==> src/rtl/scan_pkg.sv <==
package scan_pkg;
    typedef enum logic [2:0] {
        OP_NONE      = 3'd0,
        OP_START     = 3'd1,
        OP_SEND      = 3'd2,
        OP_RECV_NACK = 3'd3,
        OP_STOP      = 3'd4
    } bus_op_e;

    typedef enum logic [3:0] {
        S_IDLE,
        S_SELECT,
        S_START_REQ,
        S_START_WAIT,
        S_ADDR_REQ,
        S_ADDR_WAIT,
        S_READ_REQ,
        S_READ_WAIT,
        S_ADVANCE,
        S_STOP_REQ,
        S_STOP_WAIT,
        S_FINISH
    } scan_state_e;
endpackage

==> src/rtl/scan_addr_walker.sv <==
module scan_addr_walker #(
    parameter int ADDR_W = 7,
    parameter int FIRST  = 7,
    parameter int LAST   = 119
) (
    input  logic              clk,
    input  logic              rst_n,
    input  logic              clear,
    input  logic              step,
    output logic [ADDR_W-1:0] addr,
    output logic              in_range,
    output logic              is_last
);
    localparam logic [ADDR_W-1:0] TOP = {ADDR_W{1'b1}};

    always_ff @(posedge clk or negedge rst_n) begin
        if (!rst_n)     addr <= '0;
        else if (clear) addr <= '0;
        else if (step)  addr <= addr + 1'b1;
    end

    always_comb begin
        in_range = (int'(addr) >= FIRST) && (int'(addr) <= LAST);
        is_last  = (addr == TOP);
    end
endmodule

==> src/rtl/scan_map_reg.sv <==
module scan_map_reg #(
    parameter int ADDR_W = 7,
    localparam int MAP_W = 1 << ADDR_W
) (
    input  logic              clk,
    input  logic              rst_n,
    input  logic              clear,
    input  logic              wr_en,
    input  logic [ADDR_W-1:0] wr_idx,
    input  logic              wr_val,
    output logic [MAP_W-1:0]  map
);
    for (genvar g = 0; g < MAP_W; g++) begin : g_bit
        always_ff @(posedge clk or negedge rst_n) begin
            if (!rst_n)                                   map[g] <= 1'b0;
            else if (clear)                               map[g] <= 1'b0;
            else if (wr_en && (wr_idx == ADDR_W'(g)))     map[g] <= wr_val;
        end
    end
endmodule

==> src/rtl/scan_ctrl.sv <==
module scan_ctrl
    import scan_pkg::*;
#(
    parameter int ADDR_W = 7
) (
    input  logic              clk,
    input  logic              rst_n,
    input  logic              start,
    input  logic              in_range,
    input  logic              is_last,
    input  logic [ADDR_W-1:0] addr,
    input  logic              cmd_done,
    input  logic              cmd_ack,
    output logic              walk_clear,
    output logic              walk_step,
    output logic              map_clear,
    output logic              map_wr,
    output logic              cmd_valid,
    output logic [2:0]        cmd_op,
    output logic [7:0]        cmd_data,
    output logic              busy,
    output logic              done
);
    scan_state_e state, state_nx;

    always_ff @(posedge clk or negedge rst_n) begin
        if (!rst_n) state <= S_IDLE;
        else        state <= state_nx;
    end

    always_comb begin
        state_nx = state;
        unique case (state)
            S_IDLE:       if (start) state_nx = S_SELECT;
            S_SELECT:     if (in_range)     state_nx = S_START_REQ;
                          else if (is_last) state_nx = S_STOP_REQ;
            S_START_REQ:  state_nx = S_START_WAIT;
            S_START_WAIT: if (cmd_done) state_nx = S_ADDR_REQ;
            S_ADDR_REQ:   state_nx = S_ADDR_WAIT;
            S_ADDR_WAIT:  if (cmd_done) state_nx = cmd_ack ? S_READ_REQ : S_ADVANCE;
            S_READ_REQ:   state_nx = S_READ_WAIT;
            S_READ_WAIT:  if (cmd_done) state_nx = S_ADVANCE;
            S_ADVANCE:    state_nx = is_last ? S_STOP_REQ : S_SELECT;
            S_STOP_REQ:   state_nx = S_STOP_WAIT;
            S_STOP_WAIT:  if (cmd_done) state_nx = S_FINISH;
            S_FINISH:     state_nx = S_IDLE;
            default:      state_nx = S_IDLE;
        endcase
    end

    always_comb begin
        walk_clear = 1'b0;
        walk_step  = 1'b0;
        map_clear  = 1'b0;
        map_wr     = 1'b0;
        cmd_valid  = 1'b0;
        cmd_op     = OP_NONE;
        cmd_data   = {addr, 1'b1};
        busy       = 1'b1;
        done       = 1'b0;
        unique case (state)
            S_IDLE: begin
                busy       = 1'b0;
                walk_clear = start;
                map_clear  = start;
            end
            S_SELECT:     walk_step = !in_range && !is_last;
            S_START_REQ:  begin cmd_valid = 1'b1; cmd_op = OP_START;     end
            S_ADDR_REQ:   begin cmd_valid = 1'b1; cmd_op = OP_SEND;      end
            S_ADDR_WAIT:  map_wr = cmd_done;
            S_READ_REQ:   begin cmd_valid = 1'b1; cmd_op = OP_RECV_NACK; end
            S_ADVANCE:    walk_step = !is_last;
            S_STOP_REQ:   begin cmd_valid = 1'b1; cmd_op = OP_STOP;      end
            S_FINISH:     begin busy = 1'b0; done = 1'b1;                end
            default: ;
        endcase
    end
endmodule

==> src/rtl/i2c_probe_scanner.sv <==
module i2c_probe_scanner #(
    parameter int ADDR_W = 7,
    parameter int FIRST  = 7,
    parameter int LAST   = 119,
    localparam int MAP_W = 1 << ADDR_W
) (
    input  logic             clk,
    input  logic             rst_n,
    input  logic             scan_start,
    output logic             scan_busy,
    output logic             scan_done,
    output logic [MAP_W-1:0] present_map,
    output logic             cmd_valid,
    output logic [2:0]       cmd_op,
    output logic [7:0]       cmd_data,
    input  logic             cmd_done,
    input  logic             cmd_ack
);
    logic [ADDR_W-1:0] addr;
    logic in_range, is_last, walk_clear, walk_step, map_clear, map_wr;

    scan_addr_walker #(.ADDR_W(ADDR_W), .FIRST(FIRST), .LAST(LAST)) u_walk (
        .clk(clk), .rst_n(rst_n), .clear(walk_clear), .step(walk_step),
        .addr(addr), .in_range(in_range), .is_last(is_last)
    );

    scan_map_reg #(.ADDR_W(ADDR_W)) u_map (
        .clk(clk), .rst_n(rst_n), .clear(map_clear), .wr_en(map_wr),
        .wr_idx(addr), .wr_val(cmd_ack), .map(present_map)
    );

    scan_ctrl #(.ADDR_W(ADDR_W)) u_ctrl (
        .clk(clk), .rst_n(rst_n), .start(scan_start),
        .in_range(in_range), .is_last(is_last), .addr(addr),
        .cmd_done(cmd_done), .cmd_ack(cmd_ack),
        .walk_clear(walk_clear), .walk_step(walk_step),
        .map_clear(map_clear), .map_wr(map_wr),
        .cmd_valid(cmd_valid), .cmd_op(cmd_op), .cmd_data(cmd_data),
        .busy(scan_busy), .done(scan_done)
    );
endmodule

==> config.mk <==
export PLATFORM = sky130hd
export DESIGN_NAME = i2c_probe_scanner
export DESIGN_NICKNAME = d
export VERILOG_FILES = /design/src/rtl/scan_pkg.sv /design/src/rtl/scan_addr_walker.sv /design/src/rtl/scan_map_reg.sv /design/src/rtl/scan_ctrl.sv /design/src/rtl/i2c_probe_scanner.sv
export SDC_FILE = /design/constraint.sdc
export NUM_CORES = 1
export LEC_CHECK = 0
export BUFFER_PORTS_ARGS = -buffer_cell sky130_fd_sc_hd__buf_2
export CORE_MARGIN = 4
export CORE_UTILIZATION = 56
export CTS_CLUSTER_SIZE = 8
export DETAILED_ROUTE_END_ITERATION = 7
export PLACE_DENSITY = 0.81
export SYNTH_ARGS = -nofsm -noshare
export SYNTH_HDL_FRONTEND = slang
export SYNTH_HIERARCHICAL = 1
export SYNTH_SLANG_ARGS = --single-unit
==> constraint.sdc <==
create_clock -name clk -period 3.4 [get_ports clk]
set_clock_uncertainty 0.15 [all_clocks]
set_input_delay 0.34 -clock clk [delete_from_list [all_inputs] [get_ports clk]]
set_output_delay 0.34 -clock clk [all_outputs]
set_load 0.03 [all_outputs]
==> reports/metrics.yaml, run 1 <==
status:
  outcome: "finished clean"
yosys:
  ys_types: 50
  synth_edf_count: 0
  yosysWarnings: 6
  synth_area_um2: 7530
  avgSynthCellArea_um2: 10.4
  synthCells: 723
  synth-async-reset-ratio_pct: 100
  synth-seq-cells: 139
  ys.flop_type: "dfrtp_1"
  yosysSeqAreaShare_pct: 46.2
  synthesis.nets: 729
place:
  place_area_um2: 8210
  place_congestion: 0.849
  io_buffers: 145
  dp_hpwl_mm: 12.3
  place_ws_ps: 540
cts:
  cts.sinks: 139
  clkTransAtPathRegs_ps: 60
  cts_made_buffers: 17
  clockBufferDepth: 2
  post_cts_resized: 0
  clk_latency_ps: 400
  cts_tree: "built"
  htree_levels: 4
  cts_root_buffer: "clkbuf_16"
critical_path:
  critPathCaptureType: "flip-flop"
  arrival_ps: 3080
  crit_chain: "or4_4 -> mux2_4 -> o221a_1 -> nor3_1 -> a21oi_1 -> nor4_1 -> buf_4 -> nand3_1 -> or3_1 -> a21oi_1"
  crit_path_max_fanout: 7
  required_ps: 3570
  critPathSlowestCell: "or4_4"
  cpMostUsedCell: "a21oi_1"
  worstSetupStartpointType: "flip-flop"
  critPathKind: "reg2reg"
  critical-path-max-stage-delay_ps: 540
timing:
  max_clock_freq_ghz: 0.343
  tightest_slew_ps: 1040
  setup_viol: 0
  fin_crit_ps: 2910
  relSlewSlack_pct: 30.6
  setup_ws_ps: 488
  rsz0062_at_grt: "false"
  slew_viol_final: 0
  setup_tns_ps: 0
  finalHoldViolCount: 0
  fin_crit_sh_pct: 85.6
detailed_routing:
  routed_wl_mm: 19.2
  wl_per_cell_um: 18.9
  dr_wl_met2_mm: 9.75
  drtIter0Drc: 444
  post-route-drc-count: 0
  dr.max_layer_used: "met4"
  dr.pass1.iters: 5
  met1Wirelength_mm: 7.88
  antenna_left: 0
  vias_per_cell: 5.71
  via_count: 5789
  dr_wl_met3_mm: 1.23
die:
  num_rows: 42
  start_util_pct: 57.1
  die_y_um: 124
  pin_count: 147
  dieArea_um2: 15400
  core_area_um2: 13200
  die_x_um: 124
power_and_ir_drop:
  ir_drop_mv: 0.369
  cellPowerDensity_nw_per_um2: 647
  leakagePower_uw: 0.00495
global_route:
  grt_pass1_wl_mm: 29.8
  grt_max_degree: 136
  antenna_found_initial: 0
  grt.total_usage_pct: 25.0
  grt_pass1_vias: 5794
  grt_overflow: 0
worst_hold_path:
  hold_class: "in2reg"
final_layout:
  final_nets: 830
  n_antenna_cell: 0
  areaGrowthSynthToFinish_pct: 18.0
  final_core_util_pct: 67.4
  drive_above_1_share_pct: 26.4
  stdcell_area_um2: 8890
job:
  cap_violations: 0
==> cells in the final DEF (no fill, tap or decap), types with 2 or more instances in the layout <==
cell type | synthesis | routed
a21oi_1 | 5 | 5
and2_1 | 6 | 6
and4_1 | 3 | 3
and4b_1 | 7 | 7
and4bb_2 | 10 | 10
buf_2 | 24 | 144
buf_4 | 13 | 15
bufinv_16 | 0 | 6
clkbuf_16 | 0 | 17
clkinv_2 | 0 | 2
clkinvlp_4 | 0 | 2
dfrtp_1 | 139 | 139
inv_6 | 0 | 3
mux2_4 | 2 | 2
mux2i_1 | 130 | 130
nand2_1 | 54 | 54
nand2b_1 | 131 | 130
nand3_1 | 79 | 79
nand3_2 | 2 | 2
nand4_1 | 7 | 7
nor2_1 | 14 | 14
nor2b_1 | 7 | 5
nor2b_2 | 0 | 2
nor3_1 | 6 | 6
nor4_1 | 2 | 2
nor4b_4 | 5 | 5
o21ai_0 | 3 | 3
or3_1 | 3 | 3
or4_4 | 2 | 2
xor2_1 | 3 | 3
==> synth_stat cells (4+ instances only) <==
| library cell | instances | share of area (%) |
|---|---|---|
| dfrtp_1 | 139 | 46 |
| nand2b_1 | 131 | 11 |
| mux2i_1 | 130 | 17 |
| nand3_1 | 79 | 5.2 |
| nand2_1 | 54 | 2.7 |
| clkbuf_1 | 33 | 1.6 |
| buf_2 | 24 | 1.6 |
| nor2_1 | 14 | 0.70 |
| buf_4 | 13 | 1.3 |
| and4bb_2 | 10 | 1.7 |
| and4b_1 | 7 | 0.93 |
| nand4_1 | 7 | 0.58 |
| nor2b_1 | 7 | 0.58 |
| and2_1 | 6 | 0.50 |
| nor3_1 | 6 | 0.40 |
| a21oi_1 | 5 | 0.33 |
| buf_6 | 5 | 0.75 |
| nor4b_4 | 5 | 1.6 |
| clkbuf_2 | 4 | 0.27 |
==> what timing repair did <==
| item | in CTS | in global routing |
|---|---|---|
| hold buffers | 1 | 0 |
| setup buffers | 0 | 0 |
| hold endpoints to repair | 102 | 0 |
==> power by group <==
group / total (µW) / switching, µW / internal, µW / leakage [µW]
sequential: 1860 / 113 / 1740 / 0.00193
combinational: 1790 / 1180 / 613 / 0.00270
clock: 2100 / 715 / 1380 / 0.000321
total: 5750 / 2010 / 3740 / 0.00495
==> metal layers <==
layer / up-vias / track usage, %
met3: 29 / 6.49
li1: 2665 / -
met1: 2904 / 31.4
met5: - / 0
met4: 0 / 7.87
met2: 191 / 42.4
==> logic make-up (layout without fill, tap and decap cells) <==
family	count (synthesis)	in the layout	synth area share, %
flops	139	139	46.2
buf+inv	82	196	5.75
xor+xnor	4	4	0.465
other cells	1	1	0.0498
compound gates	19	19	1.83
mux	132	132	17.7
simple gates	345	345	27.9
fa+ha+maj	1	1	0.166
==> per-stage QoR <==
step	std cells	power, µW	hold WS, ps
floorplan	723	3280	-106
global placement	980	3600	366
detailed placement	980	3660	376
CTS	1013	5770	60.4
global route	1013	5980	74.0
finish	1013	5750	73.7
==> state kept, by name, indices dropped and copies added, names as in the netlist <==
register and flops:
u_ctrl/state 4, u_map/map 128, u_walk/addr 7
==> path summary, 6_finish.rpt <==
kind	start	to	slack, ps	cells past startpoint
max in group asynchronous	rst_n	u_map/map[102]	1730	3
setup reg to reg	u_walk/addr[5]	u_walk/addr[5]	490	10
min in group asynchronous	rst_n	u_map/map[107]	470	2
hold reg to reg	u_map/map[18]	u_map/map[18]	390	2
setup / recovery	u_walk/addr[5]	u_walk/addr[5]	490	10
hold / removal	cmd_done	u_ctrl/state[3]	70	2
==> layout make-up <==
type | instances | area (µm²)
clock inverters | 14 | 240
repair buffers | 162 | 875
fillers | 1049 | 4300
clock buffers | 18 | 429
multi-input cells | 502 | 3640
well taps | 176 | 220
inverters | 2 | 7.51
flip-flops and latches | 139 | 3480
==> critical path: cells and delay by family, from the launching register on <==
| family | cells | cell delay [ps] |
|---|---|---|
| and+or+nand+nor | 5 | 1330 |
| AOI/OAI and AO/OA | 3 | 470 |
| DFF | 1 | 380 |
| muxes | 1 | 270 |
| buffers and inverters | 1 | 210 |
Note: power is estimated with default switching activity, not from simulation.
==> run 2: changes to the inputs <==
ABC_AREA = 1   (was not set)
PLACE_DENSITY = 0.8   (was 0.81)
==> reports/metrics.yaml, run 2 <==
timing:
  finalHoldViolCount: 0  # unchanged
  relSlewSlack_pct: 40.6  # +10 points
  max_clock_freq_ghz: 0.368  # +7.1%
  setup_viol: 0  # unchanged
  slew_viol_final: 0  # unchanged
  setup_tns_ps: 0  # unchanged
  rsz0062_at_grt: "false"
  fin_crit_ps: 2720  # -192 ps
  fin_crit_sh_pct: 80.0  # -5.7 points
  tightest_slew_ps: 889  # -152 ps
final_layout:
  final_common_cell: "nand2_1"
  final_nets: 1235  # +49%
  largest_register_ffs: 128  # unchanged
  reg.largest.list: "u_map/map x128, u_walk/addr x7, u_ctrl/state x4"
  final_cells: 1422  # +40%
  drive_above_1_share_pct: 20.1  # -6.3 points
  n_antenna_cell: 0  # unchanged
  mostFrequentLayoutCells: "nand2_1 (347), buf_2 (144), inv_1 (141)"
  areaGrowthSynthToFinish_pct: 17.3
  top_register: "u_map/map"
place:
  dpl.cell_count: 1389  # +42%
  dp_hpwl_mm: 14.2  # +16%
  place_congestion: 0.870  # +2.5%
  io_buffers: 145  # unchanged
yosys:
  synth_xor_area_share_pct: 0  # -0.46 points
  yosysWarnings: 6  # unchanged
  synth_top_family_by_area: "simple AND/OR/NAND/NOR gates"
  synth_mux_area_share_pct: 0  # -18 points
  synth_edf_count: 0  # unchanged
  ys_types: 27  # -46%
  yosysSeqAreaShare_pct: 43.9  # -2.2 points
  netlist_top_cells_count: "nand2_1 (348), inv_1 (141), dfrtp_1 (139), nand3_1 (116), nor2_1 (116)"
  synthesis.nets: 1131  # +55%
  yosysTopAreaCell: "dfrtp_1"
  synth_area_um2: 7920  # +5.1%
  synthCells: 1125  # +56%
  ys.flop_type: "dfrtp_1"
  avgSynthCellArea_um2: 7.04  # -32%
  ys_top_cells_by_area: "dfrtp_1 (44%), nand2_1 (17%), nand3_1 (7.3%)"
  synth_compound_area_share_pct: 3.94  # +2.1 points
  synth-async-reset-ratio_pct: 100  # unchanged
  synth-seq-cells: 139  # unchanged
  synth-simple-area-share_pct: 39.6  # +12 points
  yosysTopAreaCellShare_pct: 43.9  # -2.2 points
  synthAdderAreaFrac_pct: 0.158  # -0.0080 points
  yosysMostFrequentCell: "nand2_1"
global_route:
  grt_max_degree: 74  # -46%
  grt_pass1_wl_mm: 34.8  # +17%
  antenna_found_initial: 0  # unchanged
  grt.total_usage_pct: 27.2  # +2.2 points
  grt_pass1_vias: 6863  # +18%
  grt_overflow: 0  # unchanged
power_and_ir_drop:
  total_power_uw: 5150  # -10%
  ir_drop_mv: 0.392  # +6.2%
  leakagePower_uw: 0.00562  # +14%
  cellPowerDensity_nw_per_um2: 555  # -14%
die:
  dieArea_um2: 16100  # +4.7%
  die_y_um: 127  # +2.3%
  num_rows: 43  # +2.4%
  start_util_pct: 57.0  # -0.093 points
  core_area_um2: 13900  # +5.2%
  pin_count: 147  # unchanged
  die_x_um: 127  # +2.3%
detailed_routing:
  antenna_left: 0  # unchanged
  wl_per_cell_um: 15.3  # -19%
  via_count: 7549  # +30%
  drtIter0Drc: 847  # +91%
  post-route-drc-count: 0  # unchanged
  dr.pass1.iters: 6  # +1
  routed_wl_mm: 21.7  # +13%
  vias_per_cell: 5.31  # -7.1%
critical_path:
  critPathCaptureType: "flip-flop"
  arrival_ps: 2870  # -210 ps
  crit_path_end: "u_map/map[34]"
  critPathKind: "reg2reg"
  crit_path_max_fanout: 52  # +45
  worstSetupStartpointType: "flip-flop"
  reg2reg_from: "u_ctrl/state[2]"
  timing.rr.end: "u_map/map[34]"
  required_ps: 3550  # -20 ps
  ff2ff_path_depth: 9  # -1
  crit_start: "u_ctrl/state[2]"
  r2r_slack_ps: 680  # +190 ps
status:
  outcome: "finished clean"
cts:
  clkTransAtPathRegs_ps: 60  # about the same
  htree_levels: 4  # unchanged
  clk_latency_ps: 420  # +20 ps
  cts.sinks: 139  # unchanged
  post_cts_resized: 0  # unchanged
  clockBufferDepth: 2  # unchanged
  cts_made_buffers: 17  # unchanged
  cts_setup_buffers: 0  # unchanged
  cts_tree: "built"
  cts_root_buffer: "clkbuf_16"
worst_hold_path:
  hp-start: "cmd_done"
  hold_class: "in2reg"
job:
  cap_violations: 0  # unchanged
## run 2: worst min-delay path by stage
stage | cells after the start | slack (ps) | to
3_3_place_gp | 1 | 250 | u_map/map[122]
3_5_place_dp | 1 | 250 | u_map/map[122]
5_1_grt | 4 | 170 | u_ctrl/state[3]
4_1_cts | 4 | 140 | u_ctrl/state[3]
2_1_floorplan | 0 | -110 | u_ctrl/state[0]
6_report | 4 | 140 | u_ctrl/state[3]
## run 2: kinds of logic after synthesis
kind of cell,count (synthesis)
other,1
DFF,139
buffers and inverters,228
AOI/OAI and AO/OA,53
adders and majority gates,1
and+or+nand+nor,703
## run 2: what timing repair did
action | 4_1_cts | 5_1_grt
hold buffers | 1 | 0
setup endpoints to repair | 0 | 0
hold endpoints to repair | 69 | 0
## run 2: report_power, final
group | switching, µW | leakage, µW | internal (µW)
registers | 103 | 0.00193 | 1710
logic | 949 | 0.00335 | 277
clock network | 699 | 0.000327 | 1410
## run 2: metrics by stage
step                setup slack (ps)  area [µm²]  hold WS [ps]  utilization [%]
finish                           680        9280           144             66.9
global route                     411        9280           169             66.9
CTS                              686        9280           139             66.9
detailed placement               693        8600           246             61.9
global placement                 807        8600           253             61.9
floorplan                       1300        7920          -106                -
## run 2: final cells by class
cell class              count  area, µm²
clock buffers              21        460
clock inverters            11        215
fillers                  1200       4600
inverters                 155        583
multi-input cells         758       3480
flip-flops and latches    139       3480
well taps                 180        225
repair buffers            158        845
## run 2: routing by layer
metal  wire, µm  part of all wire (%)  up-vias  GRT usage, %
li1           -                     -     3703             -
met1       9220                    42     3471          37.3
met2      10300                    47      339          42.7
met3       1810                   8.3       36          5.05
met4        437                   2.0        0          11.1
met5          0                     0        -             0
## run 2: worst max-delay path, cell delays in order, from the launching register on
cell,delay (ps)
dfrtp_1,450
nor2_2,100
buf_4,160
nand2_1,70
nor2_2,130
clkinv_2,450
nand2_2,250
inv_2,350
nor3_1,360
nor2_1,80
